--- config.mk ---
export PLATFORM = sky130hd
export DESIGN_NAME = serial_rx_core
export DESIGN_NICKNAME = d
export VERILOG_FILES = /design/src/rtl/serial_rx_pkg.sv /design/src/rtl/rx_frame.sv /design/src/rtl/rx_fifo.sv /design/src/rtl/rx_flow.sv /design/src/rtl/serial_rx_core.sv
export SDC_FILE = /design/constraint.sdc
export NUM_CORES = 1
export LEC_CHECK = 0
export CAP_MARGIN = 20
export CORE_MARGIN = 2
export CORE_UTILIZATION = 60
export DETAILED_ROUTE_END_ITERATION = 8
export PLACE_DENSITY = 0.79
export SLEW_MARGIN = 20
export SYNTH_ARGS = -nofsm -noshare
export SYNTH_HDL_FRONTEND = slang
export SYNTH_SLANG_ARGS = --single-unit
--- constraint.sdc ---
create_clock -name clk -period 5.3 [get_ports clk]
set_clock_uncertainty 0.2 [all_clocks]
set_input_delay 0.795 -clock clk [delete_from_list [all_inputs] [get_ports clk]]
set_output_delay 0.795 -clock clk [all_outputs]
set_load 0.02 [all_outputs]
--- src/rtl/serial_rx_pkg.sv ---
package serial_rx_pkg;

    localparam int CHAR_W = 8;

    typedef enum logic [2:0] {
        PAR_NONE  = 3'd0,
        PAR_ODD   = 3'd1,
        PAR_EVEN  = 3'd2,
        PAR_MARK  = 3'd3,
        PAR_SPACE = 3'd4
    } par_mode_e;

    typedef enum logic [2:0] {
        ST_IDLE,
        ST_START,
        ST_DATA,
        ST_PAR,
        ST_STOP,
        ST_HOLD
    } rx_state_e;

    typedef struct packed {
        logic              err;
        logic [CHAR_W-1:0] data;
    } rx_char_t;

    function automatic logic [3:0] word_len(input logic [1:0] code);
        return 4'd5 + {2'b00, code};
    endfunction

    function automatic logic has_parity(input logic [2:0] mode);
        return (mode == PAR_ODD) || (mode == PAR_EVEN) ||
               (mode == PAR_MARK) || (mode == PAR_SPACE);
    endfunction

    function automatic logic parity_expect(input logic [2:0] mode,
                                           input logic [CHAR_W-1:0] d);
        case (mode)
            PAR_ODD:  return ~(^d);
            PAR_EVEN: return ^d;
            PAR_MARK: return 1'b1;
            default:  return 1'b0;
        endcase
    endfunction

endpackage

--- src/rtl/rx_frame.sv ---
module rx_frame
    import serial_rx_pkg::*;
(
    input  logic       clk,
    input  logic       rst,
    input  logic       tick,
    input  logic       line,
    input  logic [1:0] cfg_bits,
    input  logic [2:0] cfg_par,
    output logic       char_valid,
    output rx_char_t   char_out
);

    rx_state_e         state;
    logic [2:0]        ph;
    logic [3:0]        bitcnt;
    logic [CHAR_W-1:0] sr;
    logic              par_bit;
    logic [3:0]        len;
    logic [CHAR_W-1:0] aligned;
    logic              par_on;

    always_comb begin
        len     = word_len(cfg_bits);
        aligned = sr >> (4'd8 - len);
        par_on  = has_parity(cfg_par);
    end

    always_ff @(posedge clk) begin
        if (rst) begin
            state      <= ST_IDLE;
            ph         <= '0;
            bitcnt     <= '0;
            sr         <= '0;
            par_bit    <= 1'b0;
            char_valid <= 1'b0;
            char_out   <= '0;
        end else begin
            char_valid <= 1'b0;
            if (tick) begin
                case (state)
                    ST_IDLE: begin
                        if (!line) begin
                            state <= ST_START;
                            ph    <= '0;
                        end
                    end
                    ST_START: begin
                        if (ph == 3'd3) begin
                            ph     <= '0;
                            bitcnt <= '0;
                            state  <= line ? ST_IDLE : ST_DATA;
                        end else begin
                            ph <= ph + 3'd1;
                        end
                    end
                    ST_DATA: begin
                        if (ph == 3'd7) begin
                            ph     <= '0;
                            sr     <= {line, sr[CHAR_W-1:1]};
                            bitcnt <= bitcnt + 4'd1;
                            if (bitcnt == len - 4'd1)
                                state <= par_on ? ST_PAR : ST_STOP;
                        end else begin
                            ph <= ph + 3'd1;
                        end
                    end
                    ST_PAR: begin
                        if (ph == 3'd7) begin
                            ph      <= '0;
                            par_bit <= line;
                            state   <= ST_STOP;
                        end else begin
                            ph <= ph + 3'd1;
                        end
                    end
                    ST_STOP: begin
                        if (ph == 3'd7) begin
                            ph            <= '0;
                            char_valid    <= 1'b1;
                            char_out.data <= aligned;
                            char_out.err  <= (par_on && (par_bit != parity_expect(cfg_par, aligned)))
                                             || !line;
                            state         <= line ? ST_IDLE : ST_HOLD;
                        end else begin
                            ph <= ph + 3'd1;
                        end
                    end
                    default: begin
                        if (line)
                            state <= ST_IDLE;
                    end
                endcase
            end
        end
    end

    // a character is produced only as the stop bit is sampled
    a_r5_valid_from_stop: assert property (@(posedge clk) disable iff (rst)
        char_valid |-> $past(state) == ST_STOP);

    // data phase is entered only if the line was low at start confirmation
    a_r1_start_confirmed_low: assert property (@(posedge clk) disable iff (rst)
        (state == ST_DATA && $past(state) == ST_START) |-> $past(!line));

endmodule

--- src/rtl/rx_fifo.sv ---
module rx_fifo
    import serial_rx_pkg::*;
#(
    parameter int DEPTH = 16,
    localparam int AW = (DEPTH > 1) ? $clog2(DEPTH) : 1,
    localparam int LW = $clog2(DEPTH + 1)
) (
    input  logic          clk,
    input  logic          rst,
    input  logic          push,
    input  rx_char_t      wdata,
    input  logic          pop,
    output rx_char_t      head,
    output logic          empty,
    output logic [LW-1:0] level,
    output logic          ovr
);

    localparam logic [LW-1:0] FULL_LVL = LW'(DEPTH);
    localparam logic [AW-1:0] LAST_PTR = AW'(DEPTH - 1);

    rx_char_t      mem [DEPTH];
    logic [AW-1:0] wptr, rptr;
    logic          do_push, do_pop;

    always_comb begin
        do_push = push && (level != FULL_LVL);
        do_pop  = pop && (level != '0);
        empty   = (level == '0);
        head    = mem[rptr];
    end

    always_ff @(posedge clk) begin
        if (do_push)
            mem[wptr] <= wdata;
    end

    always_ff @(posedge clk) begin
        if (rst) begin
            wptr  <= '0;
            rptr  <= '0;
            level <= '0;
            ovr   <= 1'b0;
        end else begin
            ovr <= push && (level == FULL_LVL);
            if (do_push)
                wptr <= (wptr == LAST_PTR) ? '0 : wptr + 1'b1;
            if (do_pop)
                rptr <= (rptr == LAST_PTR) ? '0 : rptr + 1'b1;
            level <= level + LW'(do_push) - LW'(do_pop);
        end
    end

    // a full queue without a read keeps its level
    a_r7_full_holds: assert property (@(posedge clk) disable iff (rst)
        (level == FULL_LVL && !pop) |=> level == FULL_LVL);

    // loss is reported only when the queue was full
    a_r7_ovr_only_full: assert property (@(posedge clk) disable iff (rst)
        ovr |-> $past(level) == FULL_LVL);

    // level never passes the depth
    a_r6_level_bound: assert property (@(posedge clk) disable iff (rst)
        level <= FULL_LVL);

    // reading an empty queue without a write leaves it empty
    a_r6_empty_pop: assert property (@(posedge clk) disable iff (rst)
        (level == '0 && !push) |=> level == '0);

endmodule

--- src/rtl/rx_flow.sv ---
module rx_flow #(
    parameter int LW     = 5,
    parameter int OFF_AT = 14,
    parameter int ON_LT  = 12
) (
    input  logic          clk,
    input  logic          rst,
    input  logic          flow_en,
    input  logic [LW-1:0] level,
    output logic          rts_ok
);

    localparam logic [LW-1:0] OFF_LVL = LW'(OFF_AT);
    localparam logic [LW-1:0] ON_LVL  = LW'(ON_LT);

    always_ff @(posedge clk) begin
        if (rst)
            rts_ok <= 1'b1;
        else if (!flow_en)
            rts_ok <= 1'b1;
        else if (level >= OFF_LVL)
            rts_ok <= 1'b0;
        else if (level < ON_LVL)
            rts_ok <= 1'b1;
    end

    // the output drops only under flow control with a high level
    a_r9_fall_high: assert property (@(posedge clk) disable iff (rst)
        $fell(rts_ok) |-> ($past(flow_en) && $past(level) >= OFF_LVL));

    // under flow control the output rises only with a low level
    a_r9_rise_low: assert property (@(posedge clk) disable iff (rst)
        ($rose(rts_ok) && $past(flow_en)) |-> $past(level) < ON_LVL);

endmodule

--- src/rtl/serial_rx_core.sv ---
module serial_rx_core
    import serial_rx_pkg::*;
#(
    parameter int FIFO_DEPTH   = 16,
    parameter int RTS_OFF_AT   = 14,
    parameter int RTS_ON_BELOW = 12,
    localparam int LW = $clog2(FIFO_DEPTH + 1)
) (
    input  logic          clk,
    input  logic          rst,
    input  logic          tick_8x,
    input  logic          rx_pin,
    input  logic          loop_en,
    input  logic          loop_tx,
    input  logic [1:0]    cfg_bits,
    input  logic [2:0]    cfg_par,
    input  logic          flow_en,
    input  logic          rd_pop,
    output logic [7:0]    rd_data,
    output logic          rd_err,
    output logic          rd_empty,
    output logic [LW-1:0] rd_level,
    output logic          ovr_pulse,
    output logic          rts_ok
);

    logic [1:0] sync_q;
    logic       char_valid;
    rx_char_t   char_new;
    rx_char_t   head;

    always_ff @(posedge clk) begin
        if (rst)
            sync_q <= 2'b11;
        else
            sync_q <= {sync_q[0], loop_en ? loop_tx : rx_pin};
    end

    rx_frame u_frame (
        .clk        (clk),
        .rst        (rst),
        .tick       (tick_8x),
        .line       (sync_q[1]),
        .cfg_bits   (cfg_bits),
        .cfg_par    (cfg_par),
        .char_valid (char_valid),
        .char_out   (char_new)
    );

    rx_fifo #(.DEPTH(FIFO_DEPTH)) u_fifo (
        .clk   (clk),
        .rst   (rst),
        .push  (char_valid),
        .wdata (char_new),
        .pop   (rd_pop),
        .head  (head),
        .empty (rd_empty),
        .level (rd_level),
        .ovr   (ovr_pulse)
    );

    rx_flow #(.LW(LW), .OFF_AT(RTS_OFF_AT), .ON_LT(RTS_ON_BELOW)) u_flow (
        .clk     (clk),
        .rst     (rst),
        .flow_en (flow_en),
        .level   (rd_level),
        .rts_ok  (rts_ok)
    );

    always_comb begin
        rd_data = head.data;
        rd_err  = head.err;
    end

endmodule

-- Word-level counts from Yosys, hierarchy flattened
Memories as Yosys holds them, arrays and structs flattened. A register that Yosys moved wholly into a read port is not among the register bits.
Cells that the tools add are included.
- register bits after elaboration: 46
- memory bits (writable): 144
- bits of input ports: 13
- output and inout bits: 17
- memories: 1
- add/sub/neg operators: 9
- order comparisons: 2
- equal/unequal tests: 22
- shift operators: 1
- mux-type cells: 33
- bitwise gates (word level): 4
- reduce and logical (&&, ||, !) cells: 26
- memory list (name ; depth ; bits a word ; read ports ; clocked after memory_dff ; wr ports ; line ; RTL):
    u_fifo.mem ; 16 ; 9 ; 1 ; 1 ; 1 ; rx_fifo.sv:22 ; rx_char_t mem [DEPTH];
- operators with widths (operator ; number):
    $mux 3 ; 12
    $mux 4 ; 6
    $eq 3x2->1 const B ; 5
    $pmux 3 s5 ; 1
    $add 4x1->4 const B ; 3
    $reduce_and 3->1 ; 4
    $mux 1 ; 10
    $ne 2x1->1 const B ; 5
    $eq 3x3->1 const B ; 3
    $pmux 3 s3 ; 1
    $eq 4x4->1 const B ; 2
    $pmux 4 s2 ; 1
    $reduce_and 8->1 ; 1
    $reduce_xor 8->1 ; 1
    $shr 8x4->8 ; 1
    $eq 3x1->1 const B ; 2
    $reduce_bool 6->1 ; 1
    $reduce_or 3->1 ; 2
    $add 5x1->5 ; 1
    $eq 5x5->1 const B ; 1
    $ge 5x4->1 const B ; 1
    $logic_not 5->1 ; 1
    $lt 5x4->1 const B ; 1
    $ne 5x5->1 const B ; 1
    20 further kinds ; 30

-- Longest topological paths before layout
Gate-level depths: netlist of run 1.
- word-level depth: 13
- depth in mapped cells: 14
- depth with buffers taken out: 13

-- Modules after synthesis
A second synthesis of run 1 with hierarchy kept.
- cells, all modules: 564
- area, all modules: 8364.3 um^2
- by module, submodules not included (module ; times used ; cells an instance ; area each (um^2) ; seq. area each (um^2)):
    rx_fifo ; 1 ; 331 ; 6453.7 ; 4684.5
    rx_frame ; 1 ; 224 ; 1808.0 ; 580.6
    serial_rx_core ; 1 ; 5 ; 61.3 ; 40.0
    rx_flow ; 1 ; 4 ; 41.3 ; 20.0

-- Worst setup path before layout of run 1
Ideal clock, no wire load.
- path kind: register -> output
- from: register (tool-made name)
- to: output port rd_data[0]
- data arrival time: 2106 ps
- required time: 4305 ps
- path slack: 2199 ps
- stages on the path, launching flop included: 5
- path buffers: 2
- path through: dfxtp_1 > clkbuf_1 > buf_2 > mux4_2 > mux4_2
- RTL lines (what ; line ; RTL):
    end: declaration ; serial_rx_core.sv:19 ; output logic [7:0] rd_data,

==> results of run 1 <==
-- flip-flops by register name (all words and copies together) (netlist names), 2 cells and up, named ones only --
register	cells
u_frame.state	3
u_fifo.level	5
u_frame.bitcnt	4
sync_q	2
u_fifo.wptr	4
u_fifo.mem	144
u_frame.sr	8
u_frame.char_out	9
u_frame.ph	3
u_fifo.rptr	4
-- power by group --
part	leakage, µW	internal [µW]	switching, µW
clock network	0.000315	872	523
registers	0.00144	1640	52.6
logic	0.000940	219	221
total	0.00269	2730	797
-- synthesized netlist by cell type (all sizes together), types with 4 or more instances --
library cell,n
ha,21
xor2,7
a31oi,4
xnor2,7
mux2i,8
inv,12
dfxtp,50
nand2,37
a21oi,23
nor3,9
o21ai,9
buf,12
nand3,6
edfxtp,144
nand2b,7
mux4,50
nor2,60
nor3b,4
clkbuf,14
nor2b,8
-- stage by stage --
stage | worst slack (ns) | power, µW | cells
6_report | 0.969 | 3530 | 744
3_5_place_dp | 1.20 | 2170 | 712
3_3_place_gp | 1.32 | 2160 | 712
5_1_grt | 0.766 | 3660 | 744
4_1_cts | 0.896 | 3550 | 744
2_1_floorplan | 2.20 | 2050 | 530
-- area by class of cell --
| cell class | count | area (µm²) | share of cell area, % |
|---|---|---|---|
| sequential | 194 | 5330 | 57.6 |
| multi-input combinational | 298 | 2690 | 29.1 |
| clock buffer | 22 | 474 | 5.13 |
| timing repair buffer | 32 | 313 | 3.38 |
| tap | 176 | 220 | 2.38 |
| clock inverter | 10 | 179 | 1.93 |
| inverter | 12 | 45.0 | 0.487 |
-- per-layer routing --
| layer | routed length [µm] | share of wire, % |
|---|---|---|
| met5 | 0 | 0 |
| met4 | 444 | 2.7 |
| met3 | 1080 | 6.5 |
| met2 | 8720 | 53 |
| met1 | 6280 | 38 |
-- kinds of logic (layout without fill, tap and decap cells) --
logic type      count (synthesis)  after routing  share of synthesized area (%)
xor+xnor                       16             16                           2.05
fa+ha+maj                      22             22                           3.47
flops                         194            194                           65.3
buf+inv                        38             76                           2.01
compound gates                 53             53                           3.96
mux                            59             59                           15.0
simple gates                  148            148                           8.30
-- path summary, 6_finish.rpt --
kind         depth (start not counted)  slack [ns]            start         endpoint
max                                  4        0.97        flip-flop       rd_data[6]
min                                  1        0.22        sync_q[0]        sync_q[1]
max reg2reg                         13        2.26  u_fifo.level[2]  u_fifo.level[4]
min reg2reg                          1        0.22        sync_q[0]        sync_q[1]
==> impl_metrics.env, run 1 <==
export IMPL_outcome="completed"
export IMPL_ios=30
export IMPL_grt_pass1_wl_um=25700
export IMPL_p_per_area_mw_per_mm2=381
export IMPL_cts_path_max_buffers=2
export IMPL_crit_chain="buf_4 -> mux4_2 -> mux4_2 -> clkdlybuf4s50_1"
export IMPL_cts_root_buf="clkbuf_16"
export IMPL_final_common_cell="edfxtp_1"
export IMPL_grt_util_met3_pct=6.23
export IMPL_grt_ovfl_total=0
export IMPL_syn_to_final_growth_pct=13.3
export IMPL_most_common_layout_cells="edfxtp_1 (144), nor2_1 (60), mux4_2 (49), dfxtp_1 (49), nand2_1 (37)"
export IMPL_crit_arrival_ns=3.34
export IMPL_met1_usage_pct=29.3
export IMPL_n_antenna_cell=0
export IMPL_start_util_pct=61.6
export IMPL_cts_tree="yes"
export IMPL_slew_headroom_pct=26.1
export IMPL_first_iter_violations=561
export IMPL_place_area_mm2=0.00860
export IMPL_drt_pass1_iter_count=5
export IMPL_met2_usage_pct=42.4
export IMPL_grt_pass1_vias=4678
export IMPL_synthArstFlopShare_pct=0
export IMPL_ant_nets=0
export IMPL_die_area_mm2=0.0145
export IMPL_busiest_layer="met2"
export IMPL_wl_per_cell_um=22.2
export IMPL_crit_type="flip-flop to primary output"
export IMPL_slowest_delay_ns=0.68
export IMPL_ys_ff_latch=194
export IMPL_clock_latency_ns=0.43
export IMPL_critical_path_endpoint_type="primary output"
export IMPL_grt_max_degree=37
export IMPL_cts_resized=0
export IMPL_irDropWorstVdd_mv=0.292
export IMPL_ys_seq_area_share_pct=65.3
export IMPL_finalCriticalPeriod_ns=4.33
export IMPL_cp_start_kind="flip-flop"
export IMPL_viasPerCell=6.13
export IMPL_rows=42
export IMPL_post_cts_buffers=0
export IMPL_synthesis_area_mm2=0.00816
export IMPL_synth_edf_count=144
export IMPL_hold_path_class="flip-flop to flip-flop"
export IMPL_port_buffer_count=29
export IMPL_setup_viol=0
export IMPL_core_area_mm2=0.0132
export IMPL_syn_inst=530
export IMPL_drive_above_1_share_pct=15.7
export IMPL_rsz0062_at_grt="no"
export IMPL_dieHeight_um=121
export IMPL_fmax_ghz=0.231
export IMPL_ys_flop_type="edfxtp_1"
export IMPL_p_leak_uw=0.00269
export IMPL_worstMarginPinSlew_ns=1.10
export IMPL_final_max_slew_viol_count=0
export IMPL_fin_util_pct=69.8
export IMPL_fin_tns_setup_ns=0
export IMPL_whs_ns=0.215
export IMPL_via_count=4557
export IMPL_antenna_found_initial=0
export IMPL_final_period_utilization_pct=81.7
export IMPL_die_w_um=121
export IMPL_cts_made_buffers=17
export IMPL_ys_warn_count=0
export IMPL_fin_nets=590
export IMPL_path_delay_family="multiplexers"
export IMPL_grt_usage_pct=24.5
export IMPL_synth_top_area_cell="edfxtp_1"
export IMPL_cp_data_required_time_ns=4.30
export IMPL_clock_sinks=194
export IMPL_route_detailed_drc=0
export IMPL_synth_top_cell_area_share_pct=53.0
export IMPL_design_area_mm2=0.00925
export IMPL_crit_path_top_delay_cell="dfxtp_2"
export IMPL_cts_reportedPaths_clkPinSlew_ns=0.06
export IMPL_cts_max_level=4
export IMPL_syn_area_per_cell_um2=15.4
export IMPL_fill_cells=868
export IMPL_dp_hpwl_um=10300
export IMPL_ys_types=48
export IMPL_synthesis_nets=565
export IMPL_synthTopCellsByArea="edfxtp_1 (53%), mux4_2 (14%), dfxtp_1 (12%)"
export IMPL_maxCapViolCount=0
export IMPL_finalHoldViolCount=0
export IMPL_path_buf_inv=2
export IMPL_gp_congestion=0.858
export IMPL_wirelength_um=16500
export IMPL_ctsHoldBuffers=0
export IMPL_crit_path_frequent_cell="mux4_2"
export IMPL_crit_fanout=23
No activity file was read; power rests on OpenSTA's default activity.
==> inputs of run 2 (changes only) <==
Settings changed: CORE_UTILIZATION 60 to 55, PLACE_DENSITY 0.79 to 0.76.
Clock period 5.3 ns to 3.5 ns, I/O delays scaled along.
==> run 2 against run 1 <==
  * First-iteration DRC count decreased by 20%
  * Total power is 51% higher
  * Critical path depth stayed put
  * Clock-buffer cell count decreased by 1
  * Utilization down 5.3 points
  * Worst setup slack worse by 0.90 ns
  * Combinational power is 76% higher
  * Sequential cell count did not move
  * Cell area increased by 1.4%
  * Sequential power up 50%
  * Worst hold slack better by 0.011 ns
  * Wire length is 5.8% lower
  * Critical path type unchanged
  * Largest power group unchanged
  * Highest routed layer unchanged
==> impl_metrics.env, run 2 (same netlist as run 1, synthesis figures left out) <==
export IMPL_outcome="completed"
export IMPL_core_area_mm2=0.0145
export IMPL_p_per_area_mw_per_mm2=567
export IMPL_finalHoldViolCount=0
export IMPL_switching_share_pct=23.2
export IMPL_n_antenna_cell=0
export IMPL_wl_per_cell_um=20.2
export IMPL_fin_nets=608
export IMPL_first_iter_violations=451
export IMPL_syn_to_final_growth_pct=14.9
export IMPL_grt_util_met3_pct=3.82
export IMPL_clockPowerShare_pct=37.6
export IMPL_drive_above_1_share_pct=17.6
export IMPL_via_count=4529
export IMPL_top_regs="u_fifo.mem x144, u_frame.char_out x9, u_frame.sr x8"
export IMPL_fmax_ghz=0.291
export IMPL_cts_resized=0
export IMPL_dp_hpwl_um=9970
export IMPL_irDropWorstVdd_mv=0.421
export IMPL_clock_latency_ns=0.43
export IMPL_die_area_mm2=0.0158
export IMPL_p_int_uw=4080
export IMPL_cts_made_buffers=17
export IMPL_p_sw_uw=1240
export IMPL_clock_sinks=194
export IMPL_met2_usage_pct=35.8
export IMPL_final_period_utilization_pct=98.1
export IMPL_design_area_mm2=0.00937
export IMPL_cts_reportedPaths_clkPinSlew_ns=0.06
export IMPL_met1_usage_pct=26.8
export IMPL_ant_nets=0
export IMPL_grt_max_degree=37
export IMPL_top_register="u_fifo.mem"
export IMPL_crit_arrival_ns=2.71
export IMPL_maxCapViolCount=0
export IMPL_final_max_slew_viol_count=0
export IMPL_finalWorstSetupSlack_ns=0.0664
export IMPL_ctsHoldBuffers=0
export IMPL_die_w_um=126
export IMPL_power_frac_seq_pct=47.8
export IMPL_place_area_mm2=0.00874
export IMPL_cts_tree="yes"
export IMPL_worstMarginPinSlew_ns=0.834
export IMPL_critical_path_endpoint_type="primary output"
export IMPL_crit_fanout=18
export IMPL_cts_max_level=4
export IMPL_gp_congestion=0.823
export IMPL_setup_viol=0
export IMPL_cp_data_required_time_ns=2.77
export IMPL_cts_path_max_buffers=2
export IMPL_wirelength_um=15600
export IMPL_grt_ovfl_total=0
export IMPL_rsz0062_at_grt="no"
export IMPL_slew_headroom_pct=44.2
export IMPL_drt_pass1_iter_count=7
export IMPL_busiest_layer="met2"
export IMPL_finalCriticalPeriod_ns=3.43
export IMPL_ios=30
export IMPL_viasPerCell=5.88
export IMPL_start_util_pct=56.1
export IMPL_grt_usage_pct=20.9
export IMPL_cts_root_buf="clkbuf_16"
export IMPL_largest_register_ffs=144
export IMPL_hold_path_class="flip-flop to flip-flop"
export IMPL_antenna_found_initial=0
export IMPL_most_common_layout_cells="edfxtp_1 (144), nor2_1 (60), mux4_2 (49), dfxtp_1 (49), nand2_1 (37)"
export IMPL_combPwrFrac_pct=14.6
export IMPL_p_leak_uw=0.00283
export IMPL_dieHeight_um=126
export IMPL_post_cts_buffers=0
export IMPL_port_buffer_count=29
export IMPL_rows=44
export IMPL_dp_slack_ns=0.0588
export IMPL_crit_type="flip-flop to primary output"
export IMPL_route_detailed_drc=0
export IMPL_grt_pass1_wl_um=25000
export IMPL_fin_tns_setup_ns=0
export IMPL_final_common_cell="edfxtp_1"
export IMPL_grt_pass1_vias=4717
export IMPL_cp_start_kind="flip-flop"
run 2: power by group through the flow:
stage	Combinational [µW]	Clock (µW)	Sequential, µW
after floorplan	524	0	2600
after global placement	745	0	2580
after detailed placement	767	0	2580
after CTS	773	2030	2530
after global routing	860	2110	2550
final	776	2000	2540
run 2: area by class of cell:
class / count / area, µm²
Sequential cell: 194 / 5330
Fill cell: 1012 / 5160
Multi-Input combinational cell: 298 / 2670
Timing Repair Buffer: 50 / 490
Clock buffer: 21 / 450
Tap cell: 184 / 230
Clock inverter: 11 / 160
Inverter: 12 / 45.0
run 2: per-layer routing:
layer | routed length, µm | vias to the layer above
met2 | 8090 | 116
met4 | 289 | 0
met5 | 0 | -
li1 | - | 2097
met3 | 581 | 27
met1 | 6590 | 2289
run 2: worst paths after layout:
kind,start,to,slack (ns),cells past startpoint
min reg2reg,sync_q[0],sync_q[1],0.23,1
min,sync_q[0],sync_q[1],0.23,1
max reg2reg,u_fifo.level[2],u_fifo.level[4],0.76,13
max,flip-flop,rd_data[7],0.07,4
run 2: metrics by stage:
stage	hold slack (ns)	total power, µW	cells	util [%]
2_1_floorplan	0.189	3120	530	-
3_3_place_gp	0.208	3330	737	60.1
6_report	0.226	5320	770	64.5
3_5_place_dp	0.208	3350	737	60.1
5_1_grt	0.257	5520	770	64.5
4_1_cts	0.227	5340	769	64.3
run 2: worst max-delay path: stages, from the launching register on:
cell	delay [ns]
dfxtp_2	0.42
buf_12	0.22
mux4_2	0.57
mux4_2	0.50
clkdlybuf4s50_1	0.56
==> inputs of run 3 (changes only) <==
Settings changed: CORE_UTILIZATION 55 to 60, PLACE_DENSITY 0.76 to 0.79, SLEW_MARGIN 20 to 10.
Clock period 3.5 ns to 4.14 ns, I/O delays scaled along.
==> run 3 against run 2 <==
  * Critical path depth unchanged
  * Via count increased by 0.68%
  * Cell count decreased by 2.2%
  * Sequential share of layout area increased by 1.0 points
  * Clock-buffer cell count increased by 1
  * Cell area decreased by 1.7%
  * Largest cell class unchanged
  * Largest power group unchanged
  * Highest routed layer unchanged
==> impl_metrics.env, run 3 (same netlist as run 1, synthesis figures left out) <==
export IMPL_grt_pass1_wl_um=25300
export IMPL_multi_input_area_mm2=0.00267
export IMPL_finalHoldViolCount=0
export IMPL_via_count=4560
export IMPL_core_area_mm2=0.0132
export IMPL_finalWorstSetupSlack_ns=0.561
export IMPL_whs_ns=0.233
export IMPL_finalCriticalPeriod_ns=3.58
export IMPL_viasPerCell=6.06
export IMPL_cp_start_kind="flip-flop"
export IMPL_gp_congestion=0.838
export IMPL_cts_resized=0
export IMPL_grt_usage_pct=23.6
export IMPL_rows=42
export IMPL_route_detailed_drc=0
export IMPL_final_period_utilization_pct=86.5
export IMPL_maxCapViolCount=0
export IMPL_cp_data_required_time_ns=3.32
export IMPL_post_cts_buffers=0
export IMPL_crit_type="flip-flop to primary output"
export IMPL_clock_latency_ns=0.42
export IMPL_ant_nets=0
export IMPL_timing_rr_start="u_fifo.level[2]"
export IMPL_drt_pass1_iter_count=5
export IMPL_top_regs="u_fifo.mem x144, u_frame.char_out x9, u_frame.sr x8"
export IMPL_seqCellArea_mm2=0.00533
export IMPL_most_common_layout_cells="edfxtp_1 (144), nor2_1 (60), mux4_2 (49), dfxtp_1 (49), nand2_1 (37)"
export IMPL_p_per_area_mw_per_mm2=467
export IMPL_p_int_uw=3270
export IMPL_final_common_cell="edfxtp_1"
export IMPL_n_antenna_cell=0
export IMPL_p_leak_uw=0.00268
export IMPL_antenna_found_initial=0
export IMPL_critical_path_endpoint_type="primary output"
export IMPL_top_register="u_fifo.mem"
export IMPL_grt_max_degree=37
export IMPL_wl_per_cell_um=21.0
export IMPL_fin_tns_setup_ns=0
export IMPL_fill_cells=893
export IMPL_dieHeight_um=121
export IMPL_die_w_um=121
export IMPL_r2r_cells=13
export IMPL_setup_viol=0
export IMPL_syn_to_final_growth_pct=12.9
export IMPL_final_max_slew_viol_count=0
export IMPL_outcome="completed"
export IMPL_fin_nets=599
export IMPL_slew_headroom_pct=22.6
export IMPL_irDropWorstVdd_mv=0.384
export IMPL_switching_share_pct=23.9
export IMPL_start_util_pct=61.6
export IMPL_dp_slack_ns=0.537
export IMPL_cts_path_max_buffers=2
export IMPL_hold_path_startpoint="sync_q[0]"
export IMPL_combPwrFrac_pct=13.9
export IMPL_cts_made_buffers=17
export IMPL_r2r_slack_ns=1.01
export IMPL_fin_util_pct=69.5
export IMPL_clock_sinks=194
export IMPL_grt_pass1_vias=4681
export IMPL_port_buffer_count=29
export IMPL_dp_hpwl_um=10000
export IMPL_die_area_mm2=0.0145
export IMPL_wirelength_um=15800
export IMPL_rsz0062_at_grt="no"
export IMPL_cts_root_buf="clkbuf_16"
export IMPL_crit_fanout=17
export IMPL_r2r_end="u_fifo.level[4]"
export IMPL_worstMarginPinSlew_ns=1.16
export IMPL_p_sw_uw=1030
export IMPL_ios=30
export IMPL_first_iter_violations=390
export IMPL_ctsHoldBuffers=0
export IMPL_grt_ovfl_total=0
export IMPL_crit_arrival_ns=2.76
export IMPL_power_frac_seq_pct=49.8
export IMPL_min_path_cells=1
export IMPL_clockPowerShare_pct=36.3
export IMPL_holdPathEnd="sync_q[1]"
export IMPL_cts_tree="yes"
export IMPL_cts_reportedPaths_clkPinSlew_ns=0.07
export IMPL_drive_above_1_share_pct=16.6
export IMPL_cts_max_level=4
export IMPL_hold_path_class="flip-flop to flip-flop"
export IMPL_largest_register_ffs=144
export IMPL_fmax_ghz=0.279
## run 3: cell count changes in the layout (fill, tap and decap cells not counted), sizes merged
cell      delta
buf          -8
bufinv       -3
clkinv       +1
clkinvlp     +1
## run 3: worst max-delay path by stage
| stage | startpoint | endpoint | slack [ns] |
|---|---|---|---|
| after global routing | flip-flop | rd_data[5] | 0.46 |
| after CTS | flip-flop | rd_data[5] | 0.51 |
| after floorplan | u_fifo.level[2] | u_fifo.level[4] | 1.20 |
| final | flip-flop | rd_data[5] | 0.56 |
| after detailed placement | cfg_bits[0] | u_frame.char_out[8] | 0.54 |
| after global placement | cfg_bits[1] | u_frame.char_out[8] | 0.60 |
## run 3: through the flow
step,instance area [µm²],total power [µW],cells
detailed placement,8640,2780,720
finish,9210,4300,753
CTS,9200,4330,752
global route,9210,4470,753
global placement,8640,2770,720
floorplan,8160,2620,530
## run 3: critical path, stage by stage, from the launching register on
cell	delay, ns
dfxtp_2	0.33
buf_4	0.33
mux4_2	0.57
mux4_2	0.52
clkdlybuf4s50_1	0.57
## run 3: power by group through the flow
stage               clock [µW]  sequential [µW]  combinational [µW]
CTS                       1580             2140                 607
global route              1660             2150                 664
finish                    1560             2140                 598
detailed placement           0             2180                 599
floorplan                    0             2200                 428
global placement             0             2180                 587
## run 3: area by class of cell
class | count | share of cell area, %
tap | 176 | 2.39
timing repair buffer | 41 | 4.13
multi-input combinational | 298 | 29.0
inverter | 12 | 0.489
clock inverter | 10 | 0.897
clock buffer | 22 | 5.26
sequential | 194 | 57.8
## run 3: layer usage
metal | up-vias | global-route usage (%) | share of wire [%]
li1 | 2071 | - | -
met1 | 2303 | 30.4 | 41
met2 | 162 | 40.2 | 52
met3 | 24 | 4.81 | 5.7
met4 | 0 | 8.28 | 1.8
met5 | - | 0 | 0
